==> config.mk <==
export PLATFORM = sky130hd
export DESIGN_NAME = ant_div_dwell
export DESIGN_NICKNAME = d
export VERILOG_FILES = /design/src/rtl/ant_div_dwell.sv
export SDC_FILE = /design/constraint.sdc
export NUM_CORES = 1
export LEC_CHECK = 0
export ABC_AREA = 1
export CAP_MARGIN = 20
export CORE_MARGIN = 1
export CORE_UTILIZATION = 30
export DETAILED_ROUTE_END_ITERATION = 12
export MAX_ROUTING_LAYER = met4
export PLACE_DENSITY = 0.52
export SYNTH_ARGS = -nofsm -noshare
export SYNTH_HDL_FRONTEND = slang
export SYNTH_SLANG_ARGS = --single-unit
export TNS_END_PERCENT = 20
==> constraint.sdc <==
create_clock -name clk -period 3.2 [get_ports clk]
set_input_delay 0.64 -clock clk [delete_from_list [all_inputs] [get_ports clk]]
set_output_delay 0.64 -clock clk [all_outputs]
set_load 0.05 [all_outputs]
==> src/rtl/ant_div_dwell.sv <==
module ant_div_dwell #(
  parameter int CNT_W  = 6,
  parameter int RSSI_W = 8,
  parameter int STEP_A = 20,
  parameter int STEP_B = 40
) (
  input  logic              clk,
  input  logic              rst_n,
  input  logic              div_en,
  input  logic [CNT_W-1:0]  dwell_cnt,
  input  logic              step_sel,
  input  logic              meas_start,
  input  logic [RSSI_W-1:0] rssi,
  input  logic              sw_ant,
  input  logic              sw_load,
  output logic              ant_sel,
  output logic              rssi_cap,
  output logic              done
);
  localparam int PRE_W = $clog2(STEP_B);

  typedef enum logic [1:0] {S_IDLE, S_DW0, S_DW1, S_SW} st_t;

  st_t               st_q;
  logic [PRE_W-1:0]  pre_q;
  logic [CNT_W-1:0]  stp_q;
  logic [RSSI_W-1:0] r0_q;

  wire [PRE_W-1:0] pre_last  = step_sel ? PRE_W'(STEP_B - 1) : PRE_W'(STEP_A - 1);
  wire             dwelling  = (st_q == S_DW0) || (st_q == S_DW1);
  wire             step_end  = (pre_q == pre_last);
  wire             dwell_end = dwelling && step_end && (stp_q == CNT_W'(dwell_cnt - 1'b1));

  always_ff @(posedge clk or negedge rst_n) begin
    if (!rst_n) begin
      st_q     <= S_IDLE;
      pre_q    <= '0;
      stp_q    <= '0;
      r0_q     <= '0;
      ant_sel  <= 1'b0;
      rssi_cap <= 1'b0;
      done     <= 1'b0;
    end else begin
      rssi_cap <= 1'b0;
      done     <= 1'b0;
      case (st_q)
        S_IDLE: begin
          if (meas_start && dwell_cnt != '0) begin
            st_q    <= S_DW0;
            ant_sel <= 1'b0;
            pre_q   <= '0;
            stp_q   <= '0;
          end else if (sw_load && !div_en) begin
            ant_sel <= sw_ant;
          end
        end
        S_DW0, S_DW1: begin
          if (dwell_end) begin
            pre_q    <= '0;
            stp_q    <= '0;
            rssi_cap <= 1'b1;
            if (st_q == S_DW0) begin
              r0_q    <= rssi;
              ant_sel <= 1'b1;
              st_q    <= S_DW1;
            end else if (div_en) begin
              ant_sel <= (rssi > r0_q);
              done    <= 1'b1;
              st_q    <= S_IDLE;
            end else begin
              st_q <= S_SW;
            end
          end else if (step_end) begin
            pre_q <= '0;
            stp_q <= stp_q + 1'b1;
          end else begin
            pre_q <= pre_q + 1'b1;
          end
        end
        S_SW: begin
          if (sw_load) begin
            ant_sel <= sw_ant;
            done    <= 1'b1;
            st_q    <= S_IDLE;
          end
        end
        default: st_q <= S_IDLE;
      endcase
    end
  end

  a_r2_cap_single: assert property (@(posedge clk) disable iff (!rst_n)
    rssi_cap |=> !rssi_cap);

  a_r2_ant0_in_first_dwell: assert property (@(posedge clk) disable iff (!rst_n)
    (st_q == S_DW0) |-> !ant_sel);

  a_r3_prescale_bound: assert property (@(posedge clk) disable iff (!rst_n)
    dwelling |-> (pre_q <= pre_last));

  a_r4_zero_count_idle: assert property (@(posedge clk) disable iff (!rst_n)
    (st_q == S_IDLE && meas_start && dwell_cnt == '0) |=> (st_q == S_IDLE && !rssi_cap));

  a_r5_done_single: assert property (@(posedge clk) disable iff (!rst_n)
    done |=> !done);

  a_r6_wait_no_done: assert property (@(posedge clk) disable iff (!rst_n)
    (st_q == S_SW && !sw_load) |=> (!done && ant_sel));

  a_r8_dwell_load_ignored: assert property (@(posedge clk) disable iff (!rst_n)
    (st_q == S_DW0 && !dwell_end) |=> (ant_sel == $past(ant_sel)));
endmodule

==> flow_summary.toml <==
[synth]
syn_avg_cell_area_um2 = 7.29
synth_top_area_cell = "dfrtp_1"
synth_seq_cells = 25
syn_area_um2 = 1820
yosys.area.top_type_share = 0.343
ys_seq_area_frac = 0.343
yosysWarningCount = 0
synth_area_leaders = "dfrtp_1 34%, nand2_1 12%, ha_1 10%, inv_1 8.4%, nor2_1 5.8%"
synth_fp_nets = 286
synthCells = 250
synth_cell_types = 28

[grt]
grt_pass1_vias = 1406
globalRouteOverflowTotal = 0
grt_pass1_wl_um = 6090
track_usage = 0.127
grt_max_degree = 26
antenna_found_initial = 0

[worst_setup_path]
critPathBufInv = 2
endpoint = "r0_q[4]$_DFFE_PN0P_"
path_depth = 10
crit_required_ns = 3.37
cp_slowest_stage_delay_ns = 0.49
start_kind = "primary input"
cp_slowest_cell = "clkdlybuf4s50_1"
path_delay_family = "simple AND/OR/NAND/NOR gates"
path_cells = "clkdlybuf4s50_1 -> inv_2 -> ha_1 -> xnor2_1 -> nor2_2 -> nand3_2 -> nor2_4 -> nand3_4 -> nor2_1 -> a21oi_2"
cp_max_fo = 16
ff2ff_setup_slack_ns = 1.26
rr_startpoint = "st_q[0]$_DFFE_PN0P_"
startpoint = "dwell_cnt[0]"
path_class = "primary input to flip-flop"
rr_endpoint = "r0_q[4]$_DFFE_PN0P_"
critPathCaptureType = "flip-flop"
reg2reg_depth = 9
worstPathArrival_ns = 2.45

[clocking]
clk_path_buf_depth = 2
post_cts_buffers = 0
cts.sinks = 25
clock_latency_ns = 0.27
hold_buffers = 0
cts_tree = "done"
cts_buffers = 3
ctsResizeCount = 0
clk_pin_slew_worst_paths_ns = 0.09
cts_root_buf = "clkbuf_8"
cts.htree.levels = 1

[floorplanning]
initial_core_util = 0.310
num_io_pins = 24
die_w_um = 79.9
die-area_um2 = 6390
die_h_um = 79.9
row_count = 28
coreArea_um2 = 5890

[routing]
vias = 1525
routedWlPerCell_um = 10.2
drt_iter0_markers = 37
drc = 0
postRouteAntennaNets = 0
drtPass1Iterations = 4
wirelength_um = 3580
viasPerCell = 4.33

[place]
place_congestion = 0.789
dpl.hpwl_um = 2920
port_buffers = 23

[sta]
fmax_mhz = 437
min_period_over_period = 0.715
tightest_slew_ns = 0.504
slew_headroom = 0.663
rsz0062_at_grt = "no"
min_period_ns = 2.29
finClkSkew_ns = 0.00556
setup_viol = 0
maxSlewViolCount = 0
setup_tns_ns = 0
finalHoldViolCount = 0

[power]
p_clk_frac = 0.165
power.leakage_nw = 1.10
seqPwrFrac = 0.341
power_density_nw_per_um2 = 538
p_comb_frac = 0.494
peakVddDrop_v = 0.000319
power_mw = 1.18
sw_frac_of_total = 0.445
internal_power_mw = 0.654
switchingPower_mw = 0.525

[min_path]
min_from = "pre_q[4]$_DFFE_PN0P_"
min_path_type = "flip-flop to flip-flop"

[layout]
layout_common_cells = "60 x nand2_1, 41 x inv_1, 28 x nor2_1"
fin_util = 0.372
fillers = 634
final_common_cell = "nand2_1"
n_antenna_cell = 0
final_nets = 314
area_growth_pct = 20.3
drive_above_1_share = 0.119

[run]
drv_cap = 0

[status]
outcome = "finished, final reports clean"
-- final cells by class --
type | instances | area (um^2) | share of cell area
multi-input cells | 178 | 1010 | 0.461
flip-flops and latches | 25 | 626 | 0.286
repair buffers | 24 | 238 | 0.109
inverters | 46 | 175 | 0.0800
well taps | 75 | 93.8 | 0.0428
clock buffers | 3 | 41.3 | 0.0188
clock inverters | 1 | 7.51 | 0.00343
-- stage by stage --
| stage | std cells | hold WS, ns | area (um^2) | setup WS, ns |
|---|---|---|---|---|
| floorplan | 250 | 0.344 | 1820 | 1.26 |
| global placement | 348 | 0.496 | 2140 | 0.618 |
| detailed placement | 348 | 0.502 | 2140 | 0.601 |
| CTS | 352 | 0.526 | 2190 | 0.902 |
| global route | 352 | 0.544 | 2190 | 0.768 |
| finish | 352 | 0.521 | 2190 | 0.911 |
-- Yosys cell counts, drive strengths merged --
| library cell | n |
|---|---|
| o21a | 1 |
| a21oi | 18 |
| buf | 1 |
| inv | 46 |
| dfrtp | 25 |
| ha | 15 |
| xor2 | 2 |
| nand4 | 6 |
| o21ai | 9 |
| xnor2 | 2 |
| nand2 | 65 |
| a21o | 1 |
| nand3b | 1 |
| o21bai | 1 |
| and2 | 1 |
| nor2 | 35 |
| nor3 | 4 |
| nand3 | 17 |
-- worst min path at each step --
stage	end	slack, ns	cells past startpoint
2_1_floorplan	ant_sel$_DFFE_PN0P_	0.34	0
3_3_place_gp	r0_q[4]$_DFFE_PN0P_	0.50	2
3_5_place_dp	r0_q[4]$_DFFE_PN0P_	0.50	2
4_1_cts	pre_q[4]$_DFFE_PN0P_	0.53	1
5_1_grt	r0_q[4]$_DFFE_PN0P_	0.54	2
6_report	pre_q[4]$_DFFE_PN0P_	0.52	1
-- flip-flops by register name, indices dropped and copies added (netlist names) --
name      flops
ant_sel       1
pre_q         6
r0_q          8
stp_q         6
rssi_cap      1
st_q          2
done          1
-- kinds of logic after synthesis --
logic type / Yosys count / synth area share
AOI/OAI and AO/OA: 30 / 0.103
xor gates and xnor gates: 4 / 0.0192
adders and majority gates: 15 / 0.103
buffers and inverters: 47 / 0.102
DFF: 25 / 0.343
and+or+nand+nor: 129 / 0.329
-- power by group through the flow --
stage | clock [mW] | combinational [mW] | sequential [mW]
final | 0.195 | 0.582 | 0.402
after global routing | 0.221 | 0.667 | 0.410
after CTS | 0.208 | 0.588 | 0.402
after detailed placement | 0 | 0.586 | 0.409
after global placement | 0 | 0.583 | 0.408
after floorplan | 0 | 0.416 | 0.427
-- layer usage --
metal	global-route usage	wire length, um
met5	-	0
met4	0.0321	41
met3	0.0274	80
met2	0.215	1690
met1	0.153	1780
(Power assumes the default switching activity.)
